==> config.mk <==
export PLATFORM = sky130hd
export DESIGN_NAME = phase_drift_recal
export DESIGN_NICKNAME = d
export VERILOG_FILES = /design/src/rtl/phase_drift_recal.sv
export SDC_FILE = /design/constraint.sdc
export NUM_CORES = 1
export LEC_CHECK = 0
export BUFFER_PORTS_ARGS = -buffer_cell sky130_fd_sc_hd__buf_4
export CAP_MARGIN = 20
export CORE_MARGIN = 2
export CORE_UTILIZATION = 40
export CTS_BUF_LIST = sky130_fd_sc_hd__clkbuf_4 sky130_fd_sc_hd__clkbuf_8 sky130_fd_sc_hd__clkbuf_16
export DETAILED_ROUTE_END_ITERATION = 8
export PLACE_DENSITY = 0.56
export SYNTH_ARGS = -nofsm -noshare
export SYNTH_HDL_FRONTEND = slang
export SYNTH_SLANG_ARGS = --single-unit
==> constraint.sdc <==
create_clock -name clk -period 5.45 [get_ports clk]
set_input_delay 0.8175 -clock clk [delete_from_list [all_inputs] [get_ports clk]]
set_output_delay 0.8175 -clock clk [all_outputs]
set_load 0.01 [all_outputs]
==> src/rtl/phase_drift_recal.sv <==
module phase_drift_recal #(
  parameter int TW = 10,
  parameter int PW = 12,
  parameter int CW = 8,
  parameter int NW = 16
) (
  input  logic          clk,
  input  logic          rst_n,
  input  logic [TW-1:0] temp_now,
  input  logic [TW-1:0] temp_thresh,
  input  logic [NW-1:0] settle_cycles,
  input  logic [NW-1:0] timeout_cycles,
  input  logic          factory_load,
  input  logic [PW-1:0] ref_mid_in,
  input  logic [PW-1:0] ref_high_in,
  input  logic [TW-1:0] oven_temp,
  input  logic [TW-1:0] oven_ref,
  input  logic [CW-1:0] oven_coef,
  output logic          meas_req,
  output logic [1:0]    meas_band,
  input  logic          meas_ack,
  input  logic [PW-1:0] meas_phase,
  output logic          isolate,
  output logic          tone_en,
  output logic          busy,
  output logic          err,
  output logic [PW-1:0] off_mid,
  output logic [PW-1:0] off_high
);
  typedef enum logic [2:0] {IDLE, SETTLE, M_LO, M_MID, M_HI} state_t;
  state_t st;

  logic [NW-1:0] cnt;
  logic [TW-1:0] base, tdelta;
  logic [PW-1:0] ref_mid, ref_high, ph_lo, ph_mid;
  logic [PW-1:0] dev, coefx, corr, nxt_mid, nxt_high;
  logic          trig;

  assign busy      = (st != IDLE);
  assign isolate   = busy;
  assign tone_en   = busy;
  assign meas_req  = (st == M_LO) || (st == M_MID) || (st == M_HI);
  assign meas_band = (st == M_MID) ? 2'd1 : (st == M_HI) ? 2'd2 : 2'd0;

  assign tdelta = (temp_now >= base) ? temp_now - base : base - temp_now;
  assign trig   = tdelta > temp_thresh;

  assign dev      = {{(PW-TW){1'b0}}, oven_temp} - {{(PW-TW){1'b0}}, oven_ref};
  assign coefx    = {{(PW-CW){oven_coef[CW-1]}}, oven_coef};
  assign corr     = dev * coefx;
  assign nxt_mid  = ref_mid - (ph_mid - ph_lo) + corr;
  assign nxt_high = ref_high - (meas_phase - ph_lo) + corr;

  always_ff @(posedge clk or negedge rst_n) begin
    if (!rst_n) begin
      st       <= IDLE;
      cnt      <= '0;
      base     <= '0;
      ref_mid  <= '0;
      ref_high <= '0;
      ph_lo    <= '0;
      ph_mid   <= '0;
      off_mid  <= '0;
      off_high <= '0;
      err      <= 1'b0;
    end else begin
      case (st)
        IDLE: begin
          if (factory_load) begin
            ref_mid  <= ref_mid_in;
            ref_high <= ref_high_in;
            base     <= temp_now;
            off_mid  <= '0;
            off_high <= '0;
          end else if (trig) begin
            base <= temp_now;
            err  <= 1'b0;
            cnt  <= '0;
            st   <= SETTLE;
          end
        end
        SETTLE: begin
          if (cnt >= settle_cycles) begin
            cnt <= '0;
            st  <= M_LO;
          end else begin
            cnt <= cnt + 1'b1;
          end
        end
        default: begin
          if (meas_ack) begin
            cnt <= '0;
            case (st)
              M_LO: begin
                ph_lo <= meas_phase;
                st    <= M_MID;
              end
              M_MID: begin
                ph_mid <= meas_phase;
                st     <= M_HI;
              end
              default: begin
                off_mid  <= nxt_mid;
                off_high <= nxt_high;
                st       <= IDLE;
              end
            endcase
          end else if (cnt >= timeout_cycles) begin
            err <= 1'b1;
            st  <= IDLE;
          end else begin
            cnt <= cnt + 1'b1;
          end
        end
      endcase
    end
  end
endmodule


== After elaboration in Yosys (flattened, before gate mapping) ==
Cells that the tools add are included.
Cells by class
  multipliers: 1
  equal/unequal tests: 11
  mux-type cells: 30
  reductions and logical operators: 18
  $add $sub $neg: 10
  bitwise logic cells: 2
  order comparisons: 4
Operators by type and width (count)
  $mux 16: 5
  $mux 12: 5
  $pmux 12 s2: 2
  $sub 12x12->12: 4
  $ge 16x16->1: 2
  $pmux 16 s2: 1
  $mux 10: 3
  $add 12x12->12: 2
  $sub 10x10->10: 2
  $add 16x1->16 const B: 1
  $mux 3: 5
  $mul 11x8->12: 1
  $pmux 3 s2: 2
  $sub 10x10->11: 1
  $ge 10x10->1: 1
  $gt 10x10->1: 1
  $reduce_and 3->1: 3
  $ne 2x2->1 const B: 4
  $reduce_and 4->1: 2
  $eq 3x2->1 const B: 2
  $reduce_bool 2->1: 3
  $reduce_and 5->1: 1
  $mux 1: 4
  $mux 2: 2
  12 further kinds: 17
Word-level totals
  logic and storage cells: 86
  output and inout port bits: 31
  input bits: 120
  bits in registers: 102

== Depth between registers and ports, before layout ==
Gate-level depths: netlist of the first run.
  word-level depth: 6
  mapped depth: 31
  depth with buffers taken out: 31

== Worst setup path after synthesis of the first run ==
OpenSTA, ideal clock, no wires.
  path type: input to register
  from: input oven_temp[0]
  to: register off_high[11]
  arrival: 7134 ps
  stages: 27
  library setup time: 132 ps
  required time: 5318 ps
  path buffers: 0
  slack: -1816 ps
  cell sequence: inv_1 ha_1 fa_1 nand2b_1 a21oi_1 o21ai_0 nor3b_1 nor2_1 nand2_1 fa_1 fa_1 inv_1 fa_1 inv_1 fa_1 inv_1 ha_1 a21oi_1 xnor2_1 fa_1 ha_1 or4_1 a31o_2 a21oi_1 xnor2_1 xnor2_1 o21ai_1
On the way
  cells in the longest elaborated chain, start to end: 6
Ends and longest elaborated chain
  from (decl): line 16  | input logic [TW-1:0] oven_temp,
  $sub 10x10->11: line 48  | assign dev = {{(PW-TW){1'b0}}, oven_temp} - {{(PW-TW){1'b0}}, oven_ref};
  $mul 11x8->12: line 50  | assign corr = dev * coefx;
  $add 12x12->12: line 52  | assign nxt_high = ref_high - (meas_phase - ph_lo) + corr;
  $mux 12: line 93  | case (st)
  $mux 12: line 91  | if (meas_ack) begin
  $pmux 12 s2: line 67  | case (st)
  to (signal assigned): line 104  | off_high <= nxt_high;
  to (decl): line 28  | output logic [PW-1:0] off_high
No other way between the ends. The select of a mux whose other input is x is not followed.
A chain may end at the register's enable or synchronous reset.

== Worst setup path in the final report of the first run ==
Same ends and word-level chain as after synthesis.

==> results.md, run 1 <==
- Slowest stage delay, CP: between 0.5 and 0.6 ns
- Avg Cell Area, Syn: between 9 and 10 um2
- Crit path from: oven_temp[0]
- Synth Flop Type: dfrtp_1
- H-tree depth: 3
- Setup ws final: -1.18 ns
- Die Y-Extent: 164 um
- Area of the core: 0.0253 mm2
- Outcome: complete, but fails checks
- Final instance area: roughly 0.014 mm2
- Global route total overflow: 0
- CTS Buffer Depth: 2
- Mapped Cells: 1121
- GRT Total Usage: 18.6%
- Achievable frequency: 151 MHz
- Most common cell on crit path: fa_1
- Req. time, crit path: about 5.7 ns
- Clk_skew: 0.0109 ns
- Synth warnings: 0
- WHS: 0.463 ns
- Synth unique cells: 57
- CP Launch Type: input port
- Initial core utilization: 40.8%
- R2R Setup Slk: 0.68 ns
- Cts hold-fix bufs: 0
- Post-synthesis sequential area ratio: between 20 and 25%
- Residual DRC: 0
- Rel. slew slack: 43.5%
- CTS sink cnt: between 100 and 150
- Critical Path Slowest Stage Cell: fa_1
- Top Usage Layer GRT: met2
- Fin util: a little over half
- Drt initial violations: 394
- Chip width: 164 um
- Failing checks: negative setup slack
- First-pass GRT wire length: 40.4 mm
- Die area: 0.0270 mm2
- Clk slew on worst S/H paths: 0.07 ns
- Gpl congestion: roughly 0.83
- Routed wire length: 24.0 mm
- Mapped Nets: 1446
- Root Driver: clkbuf_16
- Final net count: 1696
- Reg2reg end: cnt[15]
- Antenna viol nets, final: 0
- Largest net degree at the start of global routing: 57
- TritonCTS Buffers: 9
- Final period util: 122%
- Worst-Skew Late Latency: approximately 0.36 ns
- Boundary Pins: 151
- Global routing usage on met3: approximately 2.8%
- Hold crit path type: input port to asynchronous set/reset pin
- Worst Tran Pin Value: roughly 0.85 ns
- Max_cap viols: 0
- Tmin final: around 6.6 ns
- Critical path class: input port to register
- RSZ-0062 raised after global routing: yes
- Fin. Hold Viols: 0
- Synthesized flop and latch total: 102
- Row cnt: 58
- Diodes inserted: 0
- Worst reg-to-reg path cell count: 25
- EDFF count, synth: 0
- Global-route track usage on met2: around a third
- PortBufs: 150
- CTS tree: done
- Final setup viols: 12
- Layout cell share with drive strength beyond 1: 30.2%
- Via total after detailed routing: 8142
- Setup_tns: -8.31 ns
- Wire length per cell: 14.1 um
- Initial antenna violation count: 1
- CP max FO: 4
- Placed cell area: 0.0128 mm2
- Synth Cell Area: 0.0103 mm2
- Grt met1 use: between 20% and 30%
- Critical path capture point type: register
- CP arrival: 6.85 ns
- Commonest non-fill, non-tap cells in the layout: 252 x buf_4, 215 x inv_1, 102 x ha_1, 102 x dfrtp_1, 80 x fa_1
- First-pass DRT Iterations: 4
- Ys async rst share: 100%
- Via/cell ratio: 4.77
- Vias in the first global route: 8467
- Post-detail-place hpwl: 19.7 mm
- Syn-to-layout area delta: 32.1%
- Fillers: 2390
- Fin. max-slew vios: 0
- Most common cell after layout, fill and taps aside: buf_4
- FF-to-FF Start: base[0]
area by class of cell:
| class | instances | area, um2 | share of cell area [%] |
|---|---|---|---|
| multi-input combinational | 760 | 7330 | 53.9 |
| sequential | 102 | 2550 | 18.8 |
| timing repair buffer | 269 | 2100 | 15.5 |
| inverter | 229 | 877 | 6.45 |
| tap | 330 | 413 | 3.04 |
| clock buffer | 9 | 225 | 1.66 |
| clock inverter | 7 | 96.3 | 0.708 |
metal layers:
layer  vias up  share of wire [%]
li1       4162                  -
met5         -              0.067
met3        25                4.0
met4         2                1.4
met1      3827                 47
met2       126                 48
registers in the layout (all words and copies together), names as in the netlist, 3 cells and up:
register / cells
ph_lo: 12
cnt: 16
ref_mid: 12
st: 3
ref_high: 12
base: 10
off_mid: 12
off_high: 12
ph_mid: 12
how the worst max path moves through the flow:
stage | to | slack, ns | depth (start not counted)
after floorplan | off_high[11] | -1.20 | 27
after global placement | off_high[11] | -1.53 | 31
after detailed placement | off_high[11] | -1.62 | 29
after CTS | off_high[11] | -1.16 | 31
after global routing | off_high[11] | -1.44 | 30
final | off_high[11] | -1.18 | 30
cell usage after synthesis (6+ instances only):
cell type / number / area, um2
and2_1: 24 / 150
xor2_1: 14 / 123
a21oi_1: 53 / 265
fa_1: 84 / 1680
nand4_1: 8 / 50.1
nand2b_1: 15 / 93.8
and3_1: 6 / 37.5
o21ai_0: 60 / 300
ha_1: 121 / 1510
nand2_1: 80 / 300
xnor2_1: 40 / 350
mux2_2: 40 / 450
inv_1: 229 / 860
a31oi_1: 12 / 75.1
nor3_1: 6 / 30.0
o21a_1: 13 / 97.6
mux2i_1: 8 / 80.1
dfrtp_1: 102 / 2550
a21o_1: 25 / 188
o21bai_1: 14 / 105
nor2b_1: 16 / 100
nand3_1: 39 / 195
clkbuf_1: 26 / 97.6
nor2_1: 27 / 101
cell families (layout without fill, tap and decap cells):
family	count (synthesis)	in the layout	share of synthesized area (%)
buffers and inverters	259	514	9.53
and+or+nand+nor	234	234	11.2
AOI/OAI and AO/OA	216	216	13.1
adders and majority gates	205	205	31.0
DFF	102	102	24.8
xor gates and xnor gates	57	57	5.19
muxes	48	48	5.15
what timing repair did:
| action | in CTS | in global routing |
|---|---|---|
| buffers inserted | 9 | 5 |
| pin swaps | 31 | 27 |
| endpoints found under the setup margin | 14 | 16 |
| gates resized for setup | 53 | 20 |
through the flow:
step | cells | setup WS (ns)
6_report | 1706 | -1.18
5_1_grt | 1706 | -1.44
4_1_cts | 1703 | -1.16
3_5_place_dp | 1679 | -1.62
3_3_place_gp | 1679 | -1.53
2_1_floorplan | 1121 | -1.20
worst max-delay path: cells and delay by family:
kind | cells | cell delay (ns)
AOI/OAI and AO/OA | 6 | 1.00
xor gates and xnor gates | 3 | 0.42
adders and majority gates | 9 | 3.39
buffers and inverters | 6 | 0.41
and+or+nand+nor | 6 | 0.84
Power of run 1 is left out: the tool's default activity adds up to more than one toggle a clock period on the data nets, which glitch-free logic cannot reach.
==> run 2, diff against run 1 <==
Settings changed: ABC_CLOCK_PERIOD_IN_PS set to 5450, CORE_MARGIN 2 to not set.
==> run 2 against run 1 <==
The run still ends with negative setup slack left. Critical path type unchanged. Clock skew grew 0.0010 ns. Register-to-register slack gained 0.10 ns. Flip-flop and latch count is the same. Critical endpoint unchanged. First-iteration DRC count shrank 18%.
==> results.md, run 2 (synthesis results as in run 1) <==
- Die area: 0.0264 mm2 (was 0.0270 mm2)
- Achievable frequency: 152 MHz (was 151 MHz)
- Critical Path Slowest Stage Cell: fa_1 (unchanged)
- Largest net degree at the start of global routing: 62 (was 57)
- Antenna viol nets, final: 0 (unchanged)
- Top reg by flops: cnt (unchanged)
- RSZ-0062 raised after global routing: yes (unchanged)
- Setup ws final: -1.15 ns (was -1.18 ns)
- Drt initial violations: 322 (was 394)
- Via/cell ratio: 4.77 (about the same)
- Delay-heaviest family, CP: adder cells (unchanged)
- Root Driver: clkbuf_16 (unchanged)
- Boundary Pins: 151 (unchanged)
- Req. time, crit path: 5.68 ns (about the same)
- CP max FO: 5 (was 4)
- WHS: 0.490 ns (was 0.463 ns)
- Most common cell after layout, fill and taps aside: buf_4 (unchanged)
- Number of flip-flops under the largest register name: 16 (unchanged)
- Placed cells: 1673 (was 1679)
- Top Metal Used: met5 (unchanged)
- CTS tree: done (unchanged)
- Gpl congestion: 0.829 (was 0.833)
- H-tree depth: 3 (unchanged)
- Max_cap viols: 0 (unchanged)
- CP arrival: 6.83 ns (was 6.85 ns)
- TritonCTS Buffers: 9 (unchanged)
- PortBufs: 150 (unchanged)
- CP Launch Type: input port (unchanged)
- Layout cell share with drive strength beyond 1: 30.0% (was 30.2%)
- Worst-Skew Late Latency: 0.35 ns (was 0.36 ns)
- Most common cell on crit path: inv_2 (was fa_1)
- Fin. max-slew vios: 0 (unchanged)
- Syn-to-layout area delta: 31.5% (was 32.1%)
- Global route total overflow: 0 (unchanged)
- Routed wire length: 23.5 mm (was 24.0 mm)
- Row cnt: 58 (unchanged)
- Wire length per cell: 13.8 um (was 14.1 um)
- Cts hold-fix bufs: 0 (unchanged)
- Met1 wire length: 11.2 mm (was 11.3 mm)
- Chip width: 162 um (was 164 um)
- Tmin final: 6.60 ns (was 6.63 ns)
- Fin. Hold Viols: 0 (unchanged)
- Area of the core: 0.0252 mm2 (was 0.0253 mm2)
- Commonest non-fill, non-tap cells in the layout: 245 x buf_4, 214 x inv_1, 104 x ha_1 (was 252 x buf_4, 215 x inv_1, 102 x ha_1, 102 x dfrtp_1, 80 x fa_1)
- Post-detail-place hpwl: 19.4 mm (was 19.7 mm)
- CTS sink cnt: 102 (unchanged)
- Met3 Wirelength: 901 um (was 956 um)
- Failing checks: negative setup slack (unchanged)
- Final period util: 121% (was 122%)
- Initial core utilization: 40.9% (was 40.8%)
- Final Non-Filler Cells: 1704 (was 1706)
- Via total after detailed routing: 8136 (was 8142)
- Residual DRC: 0 (unchanged)
- Slowest stage delay, CP: 0.52 ns (was 0.51 ns)
- Fillers: 2326 (was 2390)
- Critical path capture point type: register (unchanged)
- Clk_skew: 0.0120 ns (was 0.0109 ns)
- Outcome: complete, but fails checks (unchanged)
- Met2 WL: 11.1 mm (was 11.4 mm)
- Worst Tran Pin Value: 0.873 ns (was 0.848 ns)
- Clk slew on worst S/H paths: 0.07 ns (about the same)
- Critical path class: input port to register (unchanged)
- Final net count: 1692 (was 1696)
- Setup_tns: -8.65 ns (was -8.31 ns)
- Initial antenna violation count: 3 (was 1)
- Rel. slew slack: 41.8% (was 43.5%)
- Hold crit path type: register to register (was input port to asynchronous set/reset pin)
- CTS Buffer Depth: 2 (unchanged)
- Final setup viols: 13 (was 12)
- Worst path bufs/invs: 8 (was 6)
- First-pass DRT Iterations: 4 (unchanged)
- First-pass GRT wire length: 39.5 mm (was 40.4 mm)
- GRT Total Usage: 18.8% (was 18.6%)
- Vias in the first global route: 8221 (was 8467)
- Die Y-Extent: 162 um (was 164 um)
## run 2: worst paths after layout
path | endpoint | slack (ns) | depth (start not counted) | start
setup / recovery | off_high[11] | -1.15 | 31 | oven_ref[1]
hold / removal | err | 0.49 | 2 | err
setup reg to reg | cnt[15] | 0.78 | 25 | base[0]
hold reg to reg | err | 0.49 | 2 | err
max in group asynchronous | base[5] | 3.77 | 2 | rst_n
min in group asynchronous | ref_mid[7] | 0.56 | 1 | rst_n
## run 2: metrics by stage
| step | setup WS, ns | util, % | cell area, um2 |
|---|---|---|---|
| after floorplan | -1.20 | - | 10600 |
| after global placement | -1.53 | 50.8 | 12800 |
| after detailed placement | -1.58 | 50.8 | 12800 |
| after CTS | -1.12 | 53.0 | 13300 |
| after global routing | -1.40 | 53.8 | 13500 |
| final | -1.15 | 53.8 | 13500 |
## run 2: repair_timing
action                     in CTS  in global routing
resized for setup              46                 31
hold endpoints to repair        0                  0
setup buffers                   6                  8
setup endpoints to repair      14                 19
pin swaps                      32                 39
## run 2: layer usage
metal / global-route usage (%) / vias up
met3: 2.95 / 20
met4: 3.77 / 2
li1: - / 4152
met2: 31.3 / 134
met5: 0 / -
met1: 25.6 / 3828
## run 2: area by class of cell
cell class	instances	area (um2)	area share [%]
Multi-Input combinational cell	760	7310	54.0
Sequential cell	102	2550	18.9
Timing Repair Buffer	265	2080	15.4
Inverter	229	875	6.46
Tap cell	330	413	3.05
Clock buffer	10	233	1.72
Clock inverter	6	70.1	0.517
Antenna cell	2	5.00	0.0370
## run 2: worst register-to-register path, stage by stage (launching register included)
cell and delay, ns:
dfrtp_1 0.37, ha_1 0.14, inv_1 0.06, fa_1 0.40
a21o_1 0.18, a21oi_1 0.19, a21oi_1 0.09, o21ai_0 0.15
nand2b_1 0.08, a311o_1 0.36, a21oi_2 0.18, buf_4 0.18
mux2i_1 0.22, xnor2_1 0.10, ha_1 0.30, o21a_1 0.12
o21a_1 0.10, o21a_1 0.10, o21a_1 0.10, o21ai_0 0.09
a311oi_1 0.32, buf_4 0.16, nor2_1 0.03, buf_4 0.16
a21o_1 0.16, a22o_1 0.22
Power of run 2 is left out for the same reason.
